$ cat src/rtl/redir_pkg.sv
`timescale 1ns/1ps
package redir_pkg;

    localparam int KEY_W   = 5;
    localparam int IDX_W   = 7;
    localparam int WCODE_W = 2;
    localparam int ENT_W   = 16;

    // Slot word layout (bit positions are fixed by the storage block)
    typedef struct packed {
        logic                vec;
        logic [IDX_W-1:0]    idx;
        logic                is_fp;
        logic [WCODE_W-1:0]  wcode;
        logic [KEY_W-1:0]    key;
    } redir_ent_t;

    typedef enum logic [WCODE_W-1:0] {
        WC_NATIVE = 2'b00,
        WC_B8     = 2'b01,
        WC_B16    = 2'b10,
        WC_B32    = 2'b11
    } wcode_e;

    typedef struct packed {
        logic                hit;
        logic [IDX_W-1:0]    idx;
        logic                vec;
        logic [WCODE_W-1:0]  wcode;
    } redir_res_t;

endpackage

$ cat src/rtl/redir_slot_match.sv
`timescale 1ns/1ps
module redir_slot_match
    import redir_pkg::*;
(
    input  redir_ent_t          ent_i,
    input  logic [KEY_W-1:0]    op_num_i,
    input  logic                op_fp_i,
    output logic                match_o
);
    logic empty_d;
    logic key_eq_d;
    logic cls_eq_d;

    always_comb begin
        empty_d  = (ent_i == '0);
        key_eq_d = (ent_i.key == op_num_i);
        cls_eq_d = (ent_i.is_fp == op_fp_i);
        match_o  = key_eq_d && cls_eq_d && !empty_d;
    end
endmodule

$ cat src/rtl/redir_prio_pick.sv
`timescale 1ns/1ps
module redir_prio_pick #(
    parameter int N = 16
) (
    input  logic [N-1:0] req_i,
    output logic [N-1:0] grant_o,
    output logic         any_o
);
    // before_d[i] is set when any request below i is present
    logic [N-1:0] before_d;

    assign before_d[0] = 1'b0;
    genvar g;
    generate
        for (g = 1; g < N; g++) begin : g_chain
            assign before_d[g] = before_d[g-1] | req_i[g-1];
        end
        for (g = 0; g < N; g++) begin : g_grant
            assign grant_o[g] = req_i[g] & ~before_d[g];
        end
    endgenerate

    assign any_o = |req_i;
endmodule

$ cat src/rtl/redir_width_decode.sv
`timescale 1ns/1ps
module redir_width_decode
    import redir_pkg::*;
#(
    parameter int XLEN = 32,
    parameter int FLEN = 64,
    parameter int BW   = 7
) (
    input  logic [WCODE_W-1:0] wcode_i,
    input  logic               is_fp_i,
    output logic [BW-1:0]      bits_o
);
    always_comb begin
        unique case (wcode_e'(wcode_i))
            WC_B8:   bits_o = BW'(8);
            WC_B16:  bits_o = BW'(16);
            WC_B32:  bits_o = BW'(32);
            default: bits_o = is_fp_i ? BW'(FLEN) : BW'(XLEN);
        endcase
    end
endmodule

$ cat src/rtl/redir_cam_lookup.sv
`timescale 1ns/1ps
module redir_cam_lookup
    import redir_pkg::*;
#(
    parameter int NUM_ENT = 16,
    parameter int XLEN    = 32,
    parameter int FLEN    = 64,
    localparam int MAXLEN = (XLEN > FLEN) ? XLEN : FLEN,
    localparam int BW     = $clog2(MAXLEN) + 1,
    localparam int TBL_W  = NUM_ENT * ENT_W
) (
    input  logic [KEY_W-1:0]   op_num_i,
    input  logic               op_fp_i,
    input  logic [TBL_W-1:0]   table_i,
    output logic               hit_o,
    output logic [IDX_W-1:0]   phys_idx_o,
    output logic               vec_o,
    output logic [WCODE_W-1:0] wcode_o,
    output logic [BW-1:0]      elem_bits_o
);
    redir_ent_t           ents_d [NUM_ENT];
    logic [NUM_ENT-1:0]   match_d;
    logic [NUM_ENT-1:0]   grant_d;
    logic                 any_d;
    redir_ent_t           sel_d;
    redir_res_t           res_d;

    genvar g;
    generate
        for (g = 0; g < NUM_ENT; g++) begin : g_slot
            assign ents_d[g] = redir_ent_t'(table_i[g*ENT_W +: ENT_W]);
            redir_slot_match u_match (
                .ent_i    (ents_d[g]),
                .op_num_i (op_num_i),
                .op_fp_i  (op_fp_i),
                .match_o  (match_d[g])
            );
        end
    endgenerate

    redir_prio_pick #(.N(NUM_ENT)) u_pick (
        .req_i   (match_d),
        .grant_o (grant_d),
        .any_o   (any_d)
    );

    // One-hot AND-OR mux of the winning slot
    always_comb begin
        sel_d = '0;
        for (int i = 0; i < NUM_ENT; i++) begin
            sel_d = sel_d | (ents_d[i] & {ENT_W{grant_d[i]}});
        end
    end

    always_comb begin
        res_d.hit = any_d;
        if (any_d) begin
            res_d.idx   = sel_d.idx;
            res_d.vec   = sel_d.vec;
            res_d.wcode = sel_d.wcode;
        end else begin
            res_d.idx   = {{(IDX_W-KEY_W){1'b0}}, op_num_i};
            res_d.vec   = 1'b0;
            res_d.wcode = WC_NATIVE;
        end
    end

    redir_width_decode #(.XLEN(XLEN), .FLEN(FLEN), .BW(BW)) u_width (
        .wcode_i (res_d.wcode),
        .is_fp_i (op_fp_i),
        .bits_o  (elem_bits_o)
    );

    assign hit_o      = res_d.hit;
    assign phys_idx_o = res_d.idx;
    assign vec_o      = res_d.vec;
    assign wcode_o    = res_d.wcode;
endmodule

$ cat config.mk
export PLATFORM = sky130hd
export DESIGN_NAME = redir_cam_lookup
export DESIGN_NICKNAME = d
export VERILOG_FILES = /design/src/rtl/redir_pkg.sv /design/src/rtl/redir_slot_match.sv /design/src/rtl/redir_prio_pick.sv /design/src/rtl/redir_width_decode.sv /design/src/rtl/redir_cam_lookup.sv
export SDC_FILE = /design/constraint.sdc
export NUM_CORES = 1
export LEC_CHECK = 0
export ABC_AREA = 1
export BUFFER_PORTS_ARGS = -buffer_cell sky130_fd_sc_hd__buf_2
export CAP_MARGIN = 20
export CELL_PAD_IN_SITES_DETAIL_PLACEMENT = 1
export CELL_PAD_IN_SITES_GLOBAL_PLACEMENT = 1
export CORE_UTILIZATION = 25
export DETAILED_ROUTE_END_ITERATION = 6
export GPL_ROUTABILITY_DRIVEN = 0
export PLACE_DENSITY_LB_ADDON = 0.1
export SYNTH_ARGS = -nofsm -noshare
export SYNTH_HDL_FRONTEND = slang
export SYNTH_HIERARCHICAL = 1
export SYNTH_SLANG_ARGS = --single-unit
$ cat constraint.sdc
create_clock -name vclk -period 2.3
set_clock_uncertainty 0.15 [all_clocks]
set_input_delay 0.115 -clock vclk [all_inputs]
set_output_delay 0.115 -clock vclk [all_outputs]
set_load 0.01 [all_outputs]
# == After elaboration in Yosys (flattened, before gate mapping) ==
# Cells that the tools add are included.
# classes
n_addsub,0
n_mul,0
n_div,0
magnitude_cmp,0
n_eq_ne,35
shifts,0
n_mux,3
bitwise,75
reduce_logical,65
# op_table
operator,count
16-bit bitwise AND,16
16-bit logical NOT,16
16-bit OR,15
5-bit == test,16
1-bit logical AND,32
7-bit case mux with 3 select lines,1
1-bit == test,16
1-bit logical NOT,16
16-bit OR reduction,1
1-bit bitwise AND,15
1-bit NOT,15
1-bit OR,14
10-bit two-way mux,1
7-bit two-way mux,1
"2-bit == test, second input constant",2
"2-bit by 1-bit == test with 1-bit output, second input constant",1
# word_totals
regBits,0
latch_bits,0
mem_bits_rw,0
mem_bits_ro,0
input_bits,262
output_inout_bits,18
wordCells,178
n_memories,0

# == Longest topological paths before layout ==
# logic_depth
depth_word,24
mapped_depth,21
mapped_depth_nobuf,20

# == Hierarchy ==
# The synthesis kept the hierarchy.
# modules_own_cells
module,instances,cells_per_inst,area_per_inst_um2,seq_area_each_um2
redir_slot_match,16,30,140.1,0.0
redir_cam_lookup,1,342,1316.3,0.0
redir_prio_pick,1,50,232.7,0.0
redir_width_decode,1,14,65.1,0.0

# == Least setup slack after synthesis ==
# No wires, ideal clock.
# synth_path
kind,input port to output port
startpoint,in table_i[31]
endpoint,out elem_bits_o[3]
t_arrival_ns,1.953
required_time_ns,2.035
setup_slack_ns,0.082
cell_stages,20
path_buffers,1
path_cell_list,nor2_1 > nand2_1 > nor2_1 > nand2_1 > nand2_1 > nor2_1 > nor2_4 > nand2_2 > nor2_4 > nand2_1 > nor2_1 > buf_2 > nand2_1 > nand2_1 > nor2_1 > nand2_1 > nor2_1 > nor2_1 > inv_1 > nor2_1
# synth_between
elab_chain_cells,24
word_cells_on_any_way,82
cone_classes,eq/ne (3); mux (2); bitwise (73); reduce/logical (4)
# synth_lines
element,line_no,rtl
from (decl),redir_cam_lookup.sv:14,"input logic [TBL_W-1:0] table_i,"
16-bit logical NOT (*),redir_slot_match.sv:15,empty_d = (ent_i == '0);
1-bit logical NOT (*),redir_slot_match.sv:18,match_o = key_eq_d && cls_eq_d && !empty_d;
1-bit logical AND (*),redir_slot_match.sv:18,
via match_d[1],redir_cam_lookup.sv:22,logic [NUM_ENT-1:0] match_d;
1-bit OR (*) (12 in series),redir_prio_pick.sv:16,assign before_d[g] = before_d[g-1] | req_i[g-1];
1-bit NOT (*),redir_prio_pick.sv:19,assign grant_o[g] = req_i[g] & ~before_d[g];
1-bit bitwise AND (*),redir_prio_pick.sv:19,
via grant_d[13],redir_cam_lookup.sv:23,logic [NUM_ENT-1:0] grant_d;
16-bit bitwise AND (*),redir_cam_lookup.sv:51,sel_d = sel_d | (ents_d[i] & {ENT_W{grant_d[i]}});
16-bit OR (*) (3 in series),redir_cam_lookup.sv:51,
10-bit two-way mux (*),redir_cam_lookup.sv:57,if (any_d) begin
via wcode_o[0],redir_cam_lookup.sv:18,"output logic [WCODE_W-1:0] wcode_o,"
2-bit == test or 2-bit by 1-bit == test with 1-bit output (tied branches),redir_width_decode.sv:14,unique case (wcode_e'(wcode_i))
7-bit case mux with 3 select lines (*),redir_width_decode.sv:14,
to (decl),redir_cam_lookup.sv:19,output logic [BW-1:0] elem_bits_o
# The timed path passes the listed nets; every way through them passes the cells marked *.

# == Final worst setup path ==
# layout_path
startpoint,in table_i[43]
endpoint,out elem_bits_o[5]
# layout_between
elab_chain_cells,23
word_cells_on_any_way,77
cone_classes,eq/ne (3); mux (2); bitwise (68); reduce/logical (4)
# layout_lines
element,line_no
16-bit logical NOT (*),redir_slot_match.sv:15
1-bit logical NOT (*),redir_slot_match.sv:18
1-bit logical AND (*),redir_slot_match.sv:18
via match_d[2],redir_cam_lookup.sv:22
1-bit OR (*) (12 in series),redir_prio_pick.sv:16
1-bit NOT (*),redir_prio_pick.sv:19
1-bit bitwise AND (*),redir_prio_pick.sv:19
via grant_d[14],redir_cam_lookup.sv:23
16-bit bitwise AND (*),redir_cam_lookup.sv:51
16-bit OR (*) (2 in series),redir_cam_lookup.sv:51
10-bit two-way mux (*),redir_cam_lookup.sv:57
2-bit == test or 2-bit by 1-bit == test with 1-bit output (tied branches),redir_width_decode.sv:14
7-bit case mux with 3 select lines (*),redir_width_decode.sv:14
# Marks and branches as above.

==> out/qor.yml <==
grt_first_pass_wirelength_mm: 34.4
grt_max_degree: 13
final_hold_violation_count: 0
layout.nets: 1558
layout.sequential_cells: 0
muxShareOfSynthArea_pct: 0
worst_hold_path_type: "primary input to output port"
synth_area_um2: 3860
violations: "negative setup slack"
yosysTopAreaCellShare_pct: 37.3
global_route_met2_utilization_pct: 52.7
grt_antenna_before_repair: 0
power_leakage_nw: 4.06
placeableCoreArea_um2: 15100
totalPowerFinal_w: 0.00126
syn-instance-count: 886
max_clock_freq_mhz: 376
synth-warning-count: 6
path_common_cell: "sky130_fd_sc_hd__nand2_1"
final_layout_size_suffix_gt1_share_pct: 41.4
grt_overflow_total: 0
cp_data_arrival_time_ns: 2.39
synth_xor_xnor_area_share_pct: 18.2
worstPathMaxFanout: 4
grt_busiest_layer: "met2"
synth_cell_types: 18
wire_per_inst_um: 15.6
status: "complete, but fails checks"
nClkBuffers: 0
slew_viol_final: 0
top_level_ports: 280
die_width_um: 126
synth_top_family_by_area: "simple AND/OR/NAND/NOR gates"
synth_fa_ha_area_share_pct: 0
max-cap-violations: 0
worst_path_cell_chain: "buf_6 -> nor2_1 -> nand2_1 -> nor2_2 -> nand2_1 -> nand2_1 -> nor2_2 -> nor2_2 -> nand2_4 -> nor2_4 -> nand3_4 -> nor2_4 -> nand2_2 -> nand2_2 -> nor2_2 -> nand2_2 -> nor2_4 -> nor2_4 -> buf_6 -> nand2_1 -> nand2_1 -> buf_2"
final_min_period_over_clock_period_pct: 115
route.vias.total: 6696
setup_crit_start_kind: "primary input"
synth.top_cells.by_count: "383 x sky130_fd_sc_hd__nand2_1, 326 x sky130_fd_sc_hd__nor2_1, 80 x sky130_fd_sc_hd__xor2_1, 35 x sky130_fd_sc_hd__inv_1, 18 x sky130_fd_sc_hd__nor2_2"
avgSynthCellArea_um2: 4.35
fp.dieH_um: 126
synth.largest_area_cell: "sky130_fd_sc_hd__nand2_1"
fin_crit_ns: 2.66
dpl.hpwl_mm: 20.5
synth_seq_area_share_pct: 0
finalSetupViolations: 15
grtUsageMet1_pct: 34.3
post_drt_via_cell_ratio: 4.52
yosys.area_share.simple_pct: 74.6
area_delta_synth_final_pct: 87.2
die_area_um2: 15900
overall_global_routing_resource_usage_pct: 27.8
power_density_nw_per_um2: 175
place_ws_ns: -0.552
synth-compound-area-share_pct: 0.649
crit_type: "primary input to output port"
crit_slowest_cell: "sky130_fd_sc_hd__nor2_4"
grt_use_met3_pct: 2.80
grt_setup_unrepaired: "true"
drtIter0Drc: 201
drt_first_pass_iters: 4
n_fill_cell: 2290
register_area_um2: 0
maximum_resistive_drop_on_vdd_v: 0.000133
antenna_left: 0
netlist_top_cells_area: "sky130_fd_sc_hd__nand2_1 37%, sky130_fd_sc_hd__nor2_1 32%, sky130_fd_sc_hd__xor2_1 18%"
post-route-drc-count: 0
critPathMaxStageDelay_ns: 0.23
number_of_buffers_added_on_ports: 277
initial_utilization_pct: 25.5
critPathCaptureType: "output port"
timing.final.ws_setup_ns: -0.356
core.rowCount: 45
first_global_vias: 6778
drt_wl_total_mm: 23.2
data_required_time_of_the_worst_path_ns: 2.04
most_common_cell_in_the_synthesized_netlist: "sky130_fd_sc_hd__nand2_1"
-- placed cells by master (no fill, tap or decap), drive strengths merged --
cell	count
nor4	1
nand4	1
and3	1
nand2	384
xor2	80
buf	426
a21oi	5
diode	1
conb	3
nor3	2
nand3	8
nor2	346
inv	37
-- critical path, delay by kind of cell --
kind                   cells  cell delay (ns)
buffers and inverters      3             0.35
AND/OR/NAND/NOR           19             1.93
-- path summary, 6_finish.rpt --
kind,startpoint,endpoint,slack [ns],depth (start not counted)
setup / recovery,table_i[43],elem_bits_o[5],-0.36,22
hold / removal,op_num_i[2],phys_idx_o[2],0.59,5
-- kinds of logic after synthesis --
logic type | count (synthesis)
AOI/OAI and AO/OA | 5
xor gates and xnor gates | 80
buffers and inverters | 57
other | 1
and+or+nand+nor | 743
-- cell type report --
cell class,instances,area [um^2],area share (%)
repair buffers,426,2850,39.5
well taps,188,235,3.26
multi-input cells,831,3990,55.3
diodes,1,2.50,0.0347
inverters,37,139,1.92
-- where the power goes --
group	total (W)	internal (W)	leakage (nW)	switching, W
clock network	0.0000000000581	0.0000000000581	0.00000634	0
registers	0	0	0	0
logic	0.00126	0.000622	4.05	0.000639
total	0.00126	0.000622	4.06	0.000639
-- metal layers --
layer  wire length (um)  share of wire, %  vias to the layer above
li1                   -                 -                     3427
met1               9790                42                     3056
met2              11700                50                      199
met3               1330               5.8                       14
met4                371               1.6                        0
met5                  0                 0                        -
-- through the flow --
step                      hold slack [ns]  area [um^2]  setup TNS [ns]  utilization [%]  cells
after CTS                           0.598         6820           -2.90             45.0   1475
after global routing                0.620         7220           -6.09             47.6   1482
final                               0.588         7220           -3.88             47.7   1483
after detailed placement            0.595         6500           -6.31             42.9   1472
after floorplan                     0.188         3860               0                -    888
after global placement              0.584         6500           -6.17             42.9   1472
-- repair_timing --
item / in CTS / in global routing
setup buffers: 4 / 7
resized for setup: 75 / 86
pin swaps: 36 / 16
hold buffers: 0 / 0
cloned: 1 / 0
setup endpoints to repair: 14 / 15
Note: power is estimated with default switching activity, not from simulation.
